File: config.mk
export PLATFORM = sky130hd
export DESIGN_NAME = tp_mem_sched
export DESIGN_NICKNAME = d
export VERILOG_FILES = /design/src/rtl/tp_pkg.sv /design/src/rtl/tp_dom_fifo.sv /design/src/rtl/tp_turn_ctrl.sv /design/src/rtl/tp_mem_sched.sv
export SDC_FILE = /design/constraint.sdc
export NUM_CORES = 1
export LEC_CHECK = 0
export BUFFER_PORTS_ARGS = -buffer_cell sky130_fd_sc_hd__buf_2
export CAP_MARGIN = 15
export CORE_MARGIN = 10
export CORE_UTILIZATION = 45
export CTS_CLUSTER_DIAMETER = 100
export DETAILED_ROUTE_END_ITERATION = 10
export GPL_ROUTABILITY_DRIVEN = 0
export SYNTH_ARGS = -nofsm -noshare
export SYNTH_HDL_FRONTEND = slang
export SYNTH_HIERARCHICAL = 1
export SYNTH_SLANG_ARGS = --single-unit
File: constraint.sdc
create_clock -name clk -period 3.85 [get_ports clk]
set_input_delay 0.1925 -clock clk [delete_from_list [all_inputs] [get_ports clk]]
set_output_delay 0.1925 -clock clk [all_outputs]
set_load 0.01 [all_outputs]
File: src/rtl/tp_pkg.sv
package tp_pkg;
    typedef enum logic [1:0] {
        ST_BOOT  = 2'd0,
        ST_ISSUE = 2'd1,
        ST_DRAIN = 2'd2
    } turn_state_e;
endpackage

File: src/rtl/tp_dom_fifo.sv
module tp_dom_fifo #(
    parameter int WIDTH = 8,
    parameter int DEPTH = 4
) (
    input  logic             clk,
    input  logic             rst_n,
    input  logic             push,
    input  logic [WIDTH-1:0] din,
    input  logic             pop,
    output logic [WIDTH-1:0] dout,
    output logic             empty,
    output logic             full
);
    localparam int AW = (DEPTH > 1) ? $clog2(DEPTH) : 1;
    localparam int CW = AW + 1;

    logic [WIDTH-1:0] mem [DEPTH];
    logic [AW-1:0]    wr_q, rd_q;
    logic [CW-1:0]    cnt_q;

    function automatic logic [AW-1:0] bump(input logic [AW-1:0] p);
        return (p == AW'(DEPTH - 1)) ? '0 : p + AW'(1);
    endfunction

    always_ff @(posedge clk or negedge rst_n) begin
        if (!rst_n) begin
            wr_q  <= '0;
            rd_q  <= '0;
            cnt_q <= '0;
        end else begin
            if (push) wr_q <= bump(wr_q);
            if (pop)  rd_q <= bump(rd_q);
            if (push && !pop)      cnt_q <= cnt_q + CW'(1);
            else if (pop && !push) cnt_q <= cnt_q - CW'(1);
        end
    end

    always_ff @(posedge clk) begin
        if (push) mem[wr_q] <= din;
    end

    always_comb begin
        dout  = mem[rd_q];
        empty = (cnt_q == '0);
        full  = (cnt_q == CW'(DEPTH));
    end
endmodule

File: src/rtl/tp_turn_ctrl.sv
module tp_turn_ctrl
    import tp_pkg::*;
#(
    parameter int NUM_DOM = 2,
    parameter int DOM_W   = 1,
    parameter int TURN_W  = 8
) (
    input  logic                        clk,
    input  logic                        rst_n,
    input  logic [NUM_DOM*TURN_W-1:0]   cfg_len,
    input  logic [TURN_W-1:0]           cfg_dead,
    output turn_state_e                 state,
    output logic [DOM_W-1:0]            owner,
    output logic [TURN_W-1:0]           cnt,
    output logic [TURN_W-1:0]           len,
    output logic [TURN_W-1:0]           dead,
    output logic                        win_open
);
    localparam logic [DOM_W-1:0] LAST_DOM = DOM_W'(NUM_DOM - 1);

    turn_state_e       state_q, state_d;
    logic [DOM_W-1:0]  own_q, own_d;
    logic [TURN_W-1:0] cnt_q, cnt_d, len_q, len_d, dead_q, dead_d;

    function automatic logic [TURN_W-1:0] len_of(input logic [DOM_W-1:0] d);
        logic [TURN_W-1:0] v;
        v = cfg_len[int'(d)*TURN_W +: TURN_W];
        return (v == '0) ? TURN_W'(1) : v;
    endfunction

    function automatic logic opens(input logic [TURN_W-1:0] c,
                                   input logic [TURN_W-1:0] l,
                                   input logic [TURN_W-1:0] d);
        return ({1'b0, c} + {1'b0, d}) < {1'b0, l};
    endfunction

    // Next-state and transition logic
    always_comb begin
        state_d = state_q;
        own_d   = own_q;
        cnt_d   = cnt_q;
        len_d   = len_q;
        dead_d  = dead_q;
        unique case (state_q)
            ST_BOOT: begin
                // load-open / load-closed
                own_d   = '0;
                cnt_d   = '0;
                len_d   = len_of('0);
                dead_d  = cfg_dead;
                state_d = opens('0, len_d, dead_d) ? ST_ISSUE : ST_DRAIN;
            end
            ST_ISSUE, ST_DRAIN: begin
                if (cnt_q == len_q - TURN_W'(1)) begin
                    // switch-open / switch-closed
                    own_d   = (own_q == LAST_DOM) ? '0 : own_q + DOM_W'(1);
                    cnt_d   = '0;
                    len_d   = len_of(own_d);
                    dead_d  = cfg_dead;
                    state_d = opens('0, len_d, dead_d) ? ST_ISSUE : ST_DRAIN;
                end else begin
                    // hold / drain-start
                    cnt_d   = cnt_q + TURN_W'(1);
                    state_d = opens(cnt_d, len_q, dead_q) ? ST_ISSUE : ST_DRAIN;
                end
            end
            default: state_d = ST_BOOT;
        endcase
    end

    // State register
    always_ff @(posedge clk or negedge rst_n) begin
        if (!rst_n) begin
            state_q <= ST_BOOT;
            own_q   <= '0;
            cnt_q   <= '0;
            len_q   <= TURN_W'(1);
            dead_q  <= '0;
        end else begin
            state_q <= state_d;
            own_q   <= own_d;
            cnt_q   <= cnt_d;
            len_q   <= len_d;
            dead_q  <= dead_d;
        end
    end

    // Outputs
    always_comb begin
        state    = state_q;
        owner    = own_q;
        cnt      = cnt_q;
        len      = len_q;
        dead     = dead_q;
        win_open = (state_q == ST_ISSUE);
    end
endmodule

File: src/rtl/tp_mem_sched.sv
module tp_mem_sched
    import tp_pkg::*;
#(
    parameter int NUM_DOM = 2,
    parameter int QDEPTH  = 8,
    parameter int BANK_W  = 3,
    parameter int ROW_W   = 14,
    parameter int COL_W   = 10,
    parameter int TURN_W  = 8,
    parameter int SVC_LAT = 8,
    parameter int DOM_W   = (NUM_DOM > 1) ? $clog2(NUM_DOM) : 1
) (
    input  logic                      clk,
    input  logic                      rst_n,
    input  logic                      req_valid,
    input  logic [DOM_W-1:0]          req_dom,
    input  logic [BANK_W-1:0]         req_bank,
    input  logic [ROW_W-1:0]          req_row,
    input  logic [COL_W-1:0]          req_col,
    input  logic                      req_write,
    output logic [NUM_DOM-1:0]        req_ready,
    input  logic [NUM_DOM*TURN_W-1:0] cfg_turn_len,
    input  logic [TURN_W-1:0]         cfg_dead,
    output logic                      iss_valid,
    output logic [DOM_W-1:0]          iss_dom,
    output logic [BANK_W-1:0]         iss_bank,
    output logic [ROW_W-1:0]          iss_row,
    output logic [COL_W-1:0]          iss_col,
    output logic                      iss_write,
    output logic                      cmp_valid,
    output logic [DOM_W-1:0]          cmp_dom
);
    localparam int PAY_W = 1 + BANK_W + ROW_W + COL_W;

    turn_state_e       t_state;
    logic [DOM_W-1:0]  t_owner;
    logic [TURN_W-1:0] t_cnt, t_len, t_dead;
    logic              t_open;

    tp_turn_ctrl #(
        .NUM_DOM(NUM_DOM), .DOM_W(DOM_W), .TURN_W(TURN_W)
    ) u_turn (
        .clk(clk), .rst_n(rst_n),
        .cfg_len(cfg_turn_len), .cfg_dead(cfg_dead),
        .state(t_state), .owner(t_owner), .cnt(t_cnt),
        .len(t_len), .dead(t_dead), .win_open(t_open)
    );

    logic [PAY_W-1:0]   in_pay;
    logic [PAY_W-1:0]   q_head [NUM_DOM];
    logic [NUM_DOM-1:0] q_empty, q_full, q_push, q_pop;
    logic               go;

    assign in_pay = {req_write, req_bank, req_row, req_col};
    assign go     = t_open && !q_empty[t_owner];

    for (genvar g = 0; g < NUM_DOM; g++) begin : g_dom
        assign q_push[g] = req_valid && (req_dom == DOM_W'(g)) && !q_full[g];
        assign q_pop[g]  = go && (t_owner == DOM_W'(g));
        tp_dom_fifo #(.WIDTH(PAY_W), .DEPTH(QDEPTH)) u_q (
            .clk(clk), .rst_n(rst_n),
            .push(q_push[g]), .din(in_pay),
            .pop(q_pop[g]), .dout(q_head[g]),
            .empty(q_empty[g]), .full(q_full[g])
        );
    end

    // Fixed service latency model
    logic             pv_q [SVC_LAT];
    logic [DOM_W-1:0] pd_q [SVC_LAT];

    for (genvar s = 0; s < SVC_LAT; s++) begin : g_svc
        always_ff @(posedge clk or negedge rst_n) begin
            if (!rst_n) begin
                pv_q[s] <= 1'b0;
                pd_q[s] <= '0;
            end else if (s == 0) begin
                pv_q[s] <= go;
                pd_q[s] <= t_owner;
            end else begin
                pv_q[s] <= pv_q[(s == 0) ? 0 : s-1];
                pd_q[s] <= pd_q[(s == 0) ? 0 : s-1];
            end
        end
    end

    always_comb begin
        req_ready = ~q_full;
        iss_valid = go;
        iss_dom   = t_owner;
        {iss_write, iss_bank, iss_row, iss_col} = q_head[t_owner];
        cmp_valid = pv_q[SVC_LAT-1];
        cmp_dom   = pd_q[SVC_LAT-1];
    end
endmodule

==> results of run 1 <==
[flip-flops by register name, summed over array words and instances, names as in the netlist]
name and cells:
u_turn/state 2, g_dom.u_q/wr_q 6, cmp_dom 1, g_dom.u_q/cnt_q 8, cmp_valid 1, g_dom.u_q/rd_q 6, pd_q 7, pv_q 7
u_turn/dead 8, u_turn/cnt 8, u_turn/owner 1, g_dom.u_q/mem 448, u_turn/len 8
[stage by stage]
step	power [mW]	utilization	hold WS, ps	instance area [um^2]	setup slack, ps
detailed placement	12.97	0.4810	156.4	22920	280.8
global placement	12.87	0.4810	157.0	22920	327.1
CTS	17.93	0.5250	2.224	25010	252.6
finish	17.67	0.5250	31.28	25010	250.6
floorplan	11.34	-	-103.1	21620	150.9
global route	18.65	0.5250	44.73	25010	18.33
[worst max path at each step]
stage,startpoint,endpoint,slack (ps)
4_1_cts,u_turn/cnt[0],u_turn/state[0],250
2_1_floorplan,g_dom[0].u_q/cnt_q[3],g_dom[0].u_q/mem[4][0],150
3_3_place_gp,u_turn/cnt[0],u_turn/state[0],330
6_report,u_turn/cnt[0],u_turn/state[0],250
5_1_grt,u_turn/cnt[0],u_turn/state[1],20
3_5_place_dp,u_turn/cnt[0],u_turn/state[0],280
[synth_stat cells, types with 17 or more instances]
| cell type | n |
|---|---|
| edfxtp_1 | 448 |
| mux4_2 | 108 |
| mux2_2 | 65 |
| dfrtp_1 | 62 |
| ha_1 | 50 |
| nand2_1 | 45 |
| mux2_4 | 39 |
| inv_1 | 36 |
| o21ai_0 | 32 |
| nor2_1 | 26 |
| xnor2_1 | 17 |
[cells by family (layout without fill, tap and decap cells)]
logic type	after synthesis	count (layout)	synth area share
buf+inv	83	305	0.02298
compound gates	74	74	0.02228
xor+xnor	26	26	0.01053
simple gates	143	143	0.03334
mux	228	228	0.1839
fa+ha+maj	53	53	0.03172
flops	511	511	0.6953
[power groups by stage]
stage	logic (mW)	registers (mW)	clock network, mW
floorplan	4.26	7.08	0
global placement	5.35	7.52	0
detailed placement	5.41	7.56	0
CTS	5.47	7.44	5.02
finish	5.35	7.41	4.91
global route	5.87	7.53	5.25
[layout make-up]
| class | count | area, um^2 | area share |
|---|---|---|---|
| timing repair buffer | 170 | 1199 | 0.04792 |
| sequential | 511 | 15040 | 0.6015 |
| inverter | 36 | 135.1 | 0.005402 |
| clock inverter | 28 | 217.7 | 0.008704 |
| clock buffer | 71 | 1446 | 0.05783 |
| tap | 615 | 769.5 | 0.03076 |
| multi-input combinational | 524 | 6201 | 0.2479 |
[worst max-delay path: stages (launching register included)]
cell       delay (ps)
dfrtp_1           450
ha_1              260
xnor2_1           200
inv_1              70
ha_1              310
a21oi_1           210
nor2b_1            90
o21a_1            180
o41ai_1           310
xnor2_1           170
ha_1              280
nand2_1            70
nor2_1             30
a2111oi_0         390
o211ai_1          150
mux2i_1           190
a31o_2            180
[repair_timing]
action,4_1_cts,5_1_grt
resized for setup,0,0
hold buffers,43,0
endpoints found under the hold margin,478,0
[per-layer routing]
metal | vias to the layer above | part of all wire | global-route usage | routed length, um
met5 | - | 0 | 0 | 0
met4 | 0 | 0.017 | 0.04476 | 777
met3 | 58 | 0.051 | 0.03069 | 2381
met2 | 235 | 0.49 | 0.2689 | 22610
met1 | 5671 | 0.44 | 0.2262 | 20590
li1 | 4861 | - | - | -
==> flow_summary.json, run 1 <==
{
  "crit_fanout": 7,
  "final-setup-viol-count": 0,
  "cts-root-to-sink-buffers": 3,
  "floorplan.initialDensity": 0.4537,
  "max_clock_freq_ghz": 0.2778,
  "status": "completed",
  "min-delay-path-class": "input pin to register",
  "ioPinCount": 90,
  "port_buffers": 89,
  "die_width_um": 239.2,
  "syn-mean-instance-area_um2": 19.34,
  "yosysWarnings": 6,
  "grt_util_all_layers": 0.1657,
  "final_layout_size_suffix_gt1_frac": 0.3299,
  "synth.area.top_cells": "edfxtp_1, mux4_2, dfrtp_1",
  "signed_area_change_from_the_synthesized_netlist_to_the_final_layout_pct": 15.70,
  "die_area_um2": 57210,
  "vdd_ir_drop_max_mv": 0.3849,
  "core.rowCount": 80,
  "rr_worst_depth": 16,
  "final.setup.tns_ps": 0,
  "final_cell_mix": "edfxtp_1, mux4_2, buf_2",
  "grt_setup_unrepaired": "no",
  "commonest_non_fill_non_tap_cell_in_the_layout": "edfxtp_1",
  "postSynth.asyncResetShare": 0.1233,
  "postCtsSetupBuffers": 0,
  "synthesis.instances": 1118,
  "seq_area_frac_synth": 0.6953,
  "rr_endpoint": "u_turn/state[0]",
  "p_leak_nw": 8.698,
  "timing.max_cap.violations": 0,
  "clock_skew_ps": 11.20,
  "share_seq_of_total_power": 0.420,
  "placed_instances": 1813,
  "synth-main-ff-cell": "edfxtp_1",
  "reg2reg_setup_slack_ps": 250,
  "power.share.switching": 0.3035,
  "crit_required_ps": 4380,
  "detail_route.iter0.violations": 718,
  "wl_mm": 46.36,
  "critPathArrivalTime_ps": 4130,
  "cts.reportedPaths.clkPinSlew_ps": 60,
  "grt_antenna_before_repair": 0,
  "cell_type_contributing_the_most_total_cell_area_after_synthesis": "edfxtp_1",
  "hold_violation_count_in_the_final_report": 0,
  "synth-edff-count": 448,
  "grt_start_max_net_pins": 48,
  "total_switching_power_mw": 5.362,
  "finish.cell_count_without_fillers": 1955,
  "cts_tree": "built",
  "num_antenna_cells": 0,
  "drt-vias-per-instance": 5.537,
  "p_int_mw": 12.31,
  "cts_made_buffers": 53,
  "post_synth_cell_types": 59,
  "dieHeight_um": 239.2,
  "power.clock.fraction": 0.278,
  "final-max-slew-violation-count": 0,
  "final.fill_count": 3846,
  "place_hpwl_mm": 27.79,
  "clkLatencyLatePin_ps": 600,
  "synthesis.nets": 1227,
  "holdCritStartpoint": "cfg_turn_len[5]",
  "r2r_start": "u_turn/cnt[0]",
  "drc": 0,
  "layout_worst_path_cycle_share": 0.9349,
  "hold_path_depth": 3,
  "grt_pass1_vias": 11526,
  "core_area_um2": 47650,
  "nNetsFinal": 1405,
  "startpoint_type": "register",
  "final_critical_delay_including_setup_and_external_delays_ps": 3599,
  "clk_tree_root_cell": "clkbuf_16",
  "overflow": 0,
  "h-tree-depth": 2,
  "power.density_cell_area_nw_per_um2": 706.4,
  "vias": 10825,
  "power_frac_comb": 0.303,
  "syn_area_um2": 21620,
  "postSynthRegisterBits": 511,
  "drt.antenna.violating_nets": 0,
  "first_pass_iters": 5,
  "criticalPathCategory": "register to register",
  "drt-wirelength-per-cell_um": 23.71,
  "end_kind": "register",
  "cts.sinks": 511,
  "worst_pin_slew_ps": 1035,
  "post-synth-top-area-fraction": 0.6223,
  "slew-limit-headroom": 0.3103,
  "worst_hold_path.endpoint": "u_turn/len[5]",
  "global_route_wire_length_before_repair_mm": 71.56
}
Power figures use the tool's default switching activity.
==> inputs of run 2 (changes only) <==
- clock period: 3.85 -> 3.51 ns (I/O delays scaled with it)
==> run 2 against run 1 <==
Compared with the run above: sequential share of layout area down 0.28 points; worst hold slack better by 23 ps; count of clock-buffer cells in the layout rose by 1; non-clock buffer count grew 5; critical path type unchanged; critical endpoint unchanged; highest routed layer unchanged.
==> flow_summary.json, run 2 (same netlist as run 1, synthesis figures left out) <==
{
  "status": "completed",
  "end_kind": "register",
  "min-delay-path-class": "input pin to register",
  "timing.critical_path.slowest_cell_delay_ps": 410,
  "final_critical_delay_including_setup_and_external_delays_ps": 3320,
  "cts-root-to-sink-buffers": 3,
  "drt-vias-per-instance": 5.569,
  "timing.final.ws_setup_ps": 189.8,
  "final-max-slew-violation-count": 0,
  "global_route_track_usage_on_met3": 0.02551,
  "global_route.usage.met1": 0.2268,
  "final-setup-viol-count": 0,
  "rr_worst_depth": 15,
  "wl_mm": 46.34,
  "drc": 0,
  "num_antenna_cells": 0,
  "clock_skew_ps": 18.02,
  "cts.sinks": 511,
  "final_layout_size_suffix_gt1_frac": 0.3336,
  "crit_required_ps": 3990,
  "timing.max_cap.violations": 0,
  "fin_total_pwr_mw": 19.38,
  "rr_endpoint": "u_turn/state[0]",
  "max_clock_freq_ghz": 0.3012,
  "critPathTopFamily": "compound AO/OA/AOI/OAI gates",
  "hold_path_depth": 3,
  "worst_hold_path.endpoint": "u_turn/len[5]",
  "overflow": 0,
  "crit_fanout": 4,
  "critical_path.n_buffers_inverters": 2,
  "dieHeight_um": 239.2,
  "postLayoutCoreUtil": 0.5274,
  "clkLatencyLatePin_ps": 600,
  "crit_start": "u_turn/cnt[1]",
  "p_leak_nw": 8.699,
  "floorplan.initialDensity": 0.4537,
  "nNetsFinal": 1408,
  "power.density_cell_area_nw_per_um2": 771.1,
  "hold_violation_count_in_the_final_report": 0,
  "final_cell_mix": "edfxtp_1, mux4_2, buf_2",
  "detail_route.iter0.violations": 715,
  "drt-wirelength-per-cell_um": 23.70,
  "grt_util_all_layers": 0.1630,
  "port_buffers": 89,
  "cts_tree": "built",
  "regArea_um2": 15040,
  "grt_most_used_layer": "met2",
  "criticalPathCategory": "register to register",
  "core_area_um2": 47650,
  "global_route_wire_length_before_repair_mm": 69.69,
  "worst_pin_slew_ps": 1072,
  "cts.reportedPaths.clkPinSlew_ps": 60,
  "h-tree-depth": 2,
  "ioPinCount": 90,
  "drt.antenna.violating_nets": 0,
  "layout_worst_path_cycle_share": 0.9459,
  "reg2reg_setup_slack_ps": 190,
  "startpoint_type": "register",
  "vdd_ir_drop_max_mv": 0.5238,
  "largest_register_ff_count": 448,
  "cts_made_buffers": 51,
  "die_area_um2": 57210,
  "place_hpwl_mm": 26.53,
  "regMostFlops": "g_dom.u_q/mem",
  "signed_area_change_from_the_synthesized_netlist_to_the_final_layout_pct": 16.24,
  "final.fill_count": 3792,
  "die_width_um": 239.2,
  "slew-limit-headroom": 0.2851,
  "dpl-instance-area_um2": 23000,
  "fin_area_um2": 25130,
  "critPathArrivalTime_ps": 3800,
  "vias": 10888,
  "core.rowCount": 80,
  "clk_tree_root_cell": "clkbuf_16",
  "grt_start_max_net_pins": 43,
  "worstPathCellList": "buf_4 > nand3_1 > xor2_1 > inv_1 > ha_1 > a21oi_1 > a21oi_1 > a211oi_2 > xnor2_1 > ha_1 > o22a_1 > nand4_1 > o211ai_1 > mux2i_1 > a31o_2",
  "r2r_start": "u_turn/cnt[1]",
  "dpl_worst_slack_ps": 73.49,
  "grt_antenna_before_repair": 0,
  "worst_path_max_delay_cell": "dfrtp_1",
  "grt_pass1_vias": 11203,
  "holdCritStartpoint": "cfg_turn_len[5]",
  "first_pass_iters": 5,
  "commonest_non_fill_non_tap_cell_in_the_layout": "edfxtp_1",
  "grt.met2_usage": 0.2631,
  "multi_input_comb_area_um2": 6294
}
==> run 2: cell count changes in the layout (fill, tap and decap cells not counted), sizes merged <==
cell         before  now
buf             127  131
bufinv            2    1
clkbuf           71   72
clkinv           22   20
clkinvlp          1    0
dlygate4sd3      43   44
inv              39   37
==> run 2: worst max-delay path by stage <==
stage,end,slack [ps],depth (start not counted)
finish,u_turn/state[0],190,15
global route,u_turn/state[0],-50,15
CTS,u_turn/state[0],30,16
detailed placement,u_turn/state[0],70,15
global placement,u_turn/state[0],100,16
floorplan,g_dom[1].u_q/mem[0][0],70,5
==> run 2: worst register-to-register path, delay by kind of cell (launching register included) <==
kind | cells | cell delay [ps]
AOI/OAI and AO/OA | 6 | 1210
xor gates and xnor gates | 2 | 390
adders and majority gates | 2 | 620
buffers and inverters | 2 | 280
DFF | 1 | 410
muxes | 1 | 110
and+or+nand+nor | 2 | 190
==> run 2: where the power goes <==
part	internal (mW)	total [mW]	switching [mW]
combinational	3.22	6.22	3.00
clock	2.88	5.13	2.25
sequential	7.36	8.02	0.666
total	13.5	19.4	5.92
==> run 2: per-stage QoR <==
step	setup TNS (ps)	hold WS (ps)	std cells
final	0	54.64	1955
after global routing	-58.21	31.61	1955
after CTS	0	17.11	1952
after detailed placement	0	270.7	1814
after global placement	0	264.6	1814
after floorplan	0	-120.1	1118
==> run 2: timing repair <==
item | in CTS | in global routing
setup endpoints to repair | 0 | 2
buffers inserted | 0 | 3
hold endpoints to repair | 492 | 0
resized for setup | 0 | 10
hold buffers | 44 | 0
==> run 2: metal layers <==
layer	wire length, um	part of all wire	vias up
met5	0	0	-
met1	20980	0.45	5708
met4	747	0.016	0
met3	2222	0.048	56
li1	-	-	4866
met2	22380	0.48	258
==> run 2: area by class of cell <==
type,instances,area share
sequential,511,0.5987
multi-input combinational,524,0.2504
clock buffer,72,0.05596
timing repair buffer,175,0.05178
tap,615,0.03062
clock inverter,22,0.007120
inverter,36,0.005377
==> inputs of run 3 (changes only) <==
- clock period: 3.51 -> 3.7 ns (I/O delays scaled with it)
==> run 3 against run 2 <==
Compared with the run above: global-route usage grew 0.051 points; worst setup slack gained 110 ps; register-to-register slack gained 110 ps; critical path depth is the same; non-clock buffer count shrank 13; utilization shrank 0.17 points; sequential share of layout area grew 0.19 points; clock skew shrank 3.7 ps; combinational power shrank 7.9%; cell count shrank 0.31%; wire length is essentially flat; total power shrank 4.2%; critical endpoint unchanged; largest cell class unchanged.
==> flow_summary.json, run 3 (same netlist as run 1, synthesis figures left out) <==
{
  "ioPinCount": 90,
  "worst_pin_slew_ps": 1005,
  "status": "completed",
  "p_leak_nw": 8.695,
  "cts_made_buffers": 52,
  "final.setup.tns_ps": 0,
  "power.share.switching": 0.2993,
  "end_kind": "register",
  "timing.final.ws_setup_ps": 298.7,
  "layout_worst_path_cycle_share": 0.9193,
  "drc": 0,
  "final_cell_mix": "edfxtp_1, mux4_2, buf_2",
  "cts.reportedPaths.clkPinSlew_ps": 60,
  "detail_route.iter0.violations": 758,
  "signed_area_change_from_the_synthesized_netlist_to_the_final_layout_pct": 15.86,
  "min-delay-path-class": "input pin to register",
  "crit_fanout": 5,
  "floorplan.initialDensity": 0.4537,
  "slew-limit-headroom": 0.3298,
  "cts-root-to-sink-buffers": 3,
  "final_critical_delay_including_setup_and_external_delays_ps": 3401,
  "p_int_mw": 13.01,
  "clock_skew_ps": 14.37,
  "die_area_um2": 57210,
  "placed_instances": 1806,
  "global_route_wire_length_before_repair_mm": 70.14,
  "clkLatencyLatePin_ps": 600,
  "core.rowCount": 80,
  "fin_total_pwr_mw": 18.57,
  "dpl_worst_slack_ps": 94.11,
  "worst_hold_slack_ps": 9.941,
  "drt.antenna.violating_nets": 0,
  "core_area_um2": 47650,
  "power_frac_comb": 0.309,
  "total_switching_power_mw": 5.559,
  "nNetsFinal": 1396,
  "vias": 10915,
  "largest_register_ff_count": 448,
  "share_seq_of_total_power": 0.409,
  "cts.sinks": 511,
  "final.fill_count": 3793,
  "grt_pass1_vias": 11245,
  "timing.max_cap.violations": 0,
  "dieHeight_um": 239.2,
  "hold_violation_count_in_the_final_report": 0,
  "place_hpwl_mm": 25.30,
  "final-max-slew-violation-count": 0,
  "clk_tree_root_cell": "clkbuf_16",
  "grt_start_max_net_pins": 59,
  "grt_util_all_layers": 0.1635,
  "commonest_non_fill_non_tap_cell_in_the_layout": "edfxtp_1",
  "critPathArrivalTime_ps": 3930,
  "grt_antenna_before_repair": 1,
  "overflow": 0,
  "drt-wirelength-per-cell_um": 23.77,
  "regMostFlops": "g_dom.u_q/mem",
  "first_pass_iters": 5,
  "startpoint_type": "register",
  "power.clock.fraction": 0.283,
  "cts_tree": "built",
  "vdd_ir_drop_max_mv": 0.4373,
  "power.density_cell_area_nw_per_um2": 741.4,
  "port_buffers": 89,
  "max_clock_freq_ghz": 0.2940,
  "final_layout_size_suffix_gt1_frac": 0.3313,
  "criticalPathCategory": "register to register",
  "drt-vias-per-instance": 5.600,
  "h-tree-depth": 2,
  "crit_required_ps": 4230,
  "final-setup-viol-count": 0,
  "die_width_um": 239.2,
  "wl_mm": 46.33,
  "finish.cell_count_without_fillers": 1949
}
[run 3: final cells by class]
cell class                 instances  area [um^2]  share of cell area
antenna                            3        7.507           0.0002997
clock buffer                      64         1381             0.05515
clock inverter                    34        347.8             0.01389
inverter                          36        135.1            0.005395
multi-input combinational        524         6226              0.2486
sequential                       511        15040              0.6006
tap                              615        769.5             0.03072
timing repair buffer             162         1136             0.04536
[run 3: repair_timing]
item,4_1_cts,5_1_grt
setup endpoints to repair,0,2
resized for setup,0,5
setup buffers,0,0
hold endpoints to repair,498,0
hold buffers,42,0
[run 3: final timing paths]
kind	start	endpoint	slack, ps	cells past startpoint
max in group asynchronous	rst_n	u_turn/len[0]	2530	3
min in group asynchronous	rst_n	g_dom[1].u_q/wr_q[1]	240	2
setup reg to reg	u_turn/cnt[1]	u_turn/state[0]	300	15
hold reg to reg	pv_q[3]	pv_q[2]	350	0
setup / recovery	u_turn/cnt[1]	u_turn/state[0]	300	15
hold / removal	cfg_turn_len[7]	u_turn/len[7]	10	3
[run 3: power groups by stage]
stage | Clock (mW) | Sequential, mW | Combinational (mW)
2_1_floorplan | 0 | 7.37 | 4.43
3_5_place_dp | 0 | 7.72 | 5.75
3_3_place_gp | 0 | 7.69 | 5.68
6_report | 5.25 | 7.59 | 5.73
4_1_cts | 5.38 | 7.60 | 5.81
5_1_grt | 5.64 | 7.68 | 6.28
[run 3: metal layers]
layer,wire (um),up-vias,share of wire,global-route usage
met5,0,-,0,0
li1,-,4847,-,-
met3,2362,65,0.051,0.02850
met1,20930,5742,0.45,0.2308
met4,921,0,0.020,0.05074
met2,22120,261,0.48,0.2550
[run 3: critical path: stages, from the launching register on]
cell	delay [ps]
dfrtp_1	430
ha_1	340
ha_1	280
a21o_1	180
a21oi_2	160
nor2b_1	70
o21a_1	190
o41ai_2	250
xnor2_1	170
ha_1	300
nand2_1	80
nor2_1	50
a2111oi_2	350
o211ai_1	140
mux2i_1	180
a31o_2	170
[run 3: per-stage QoR]
step                      cell area [um^2]  utilization
final                                25050       0.5257
after CTS                            25020       0.5250
after global placement               22870       0.4799
after detailed placement             22870       0.4799
after floorplan                      21620            -
after global routing                 25040       0.5256
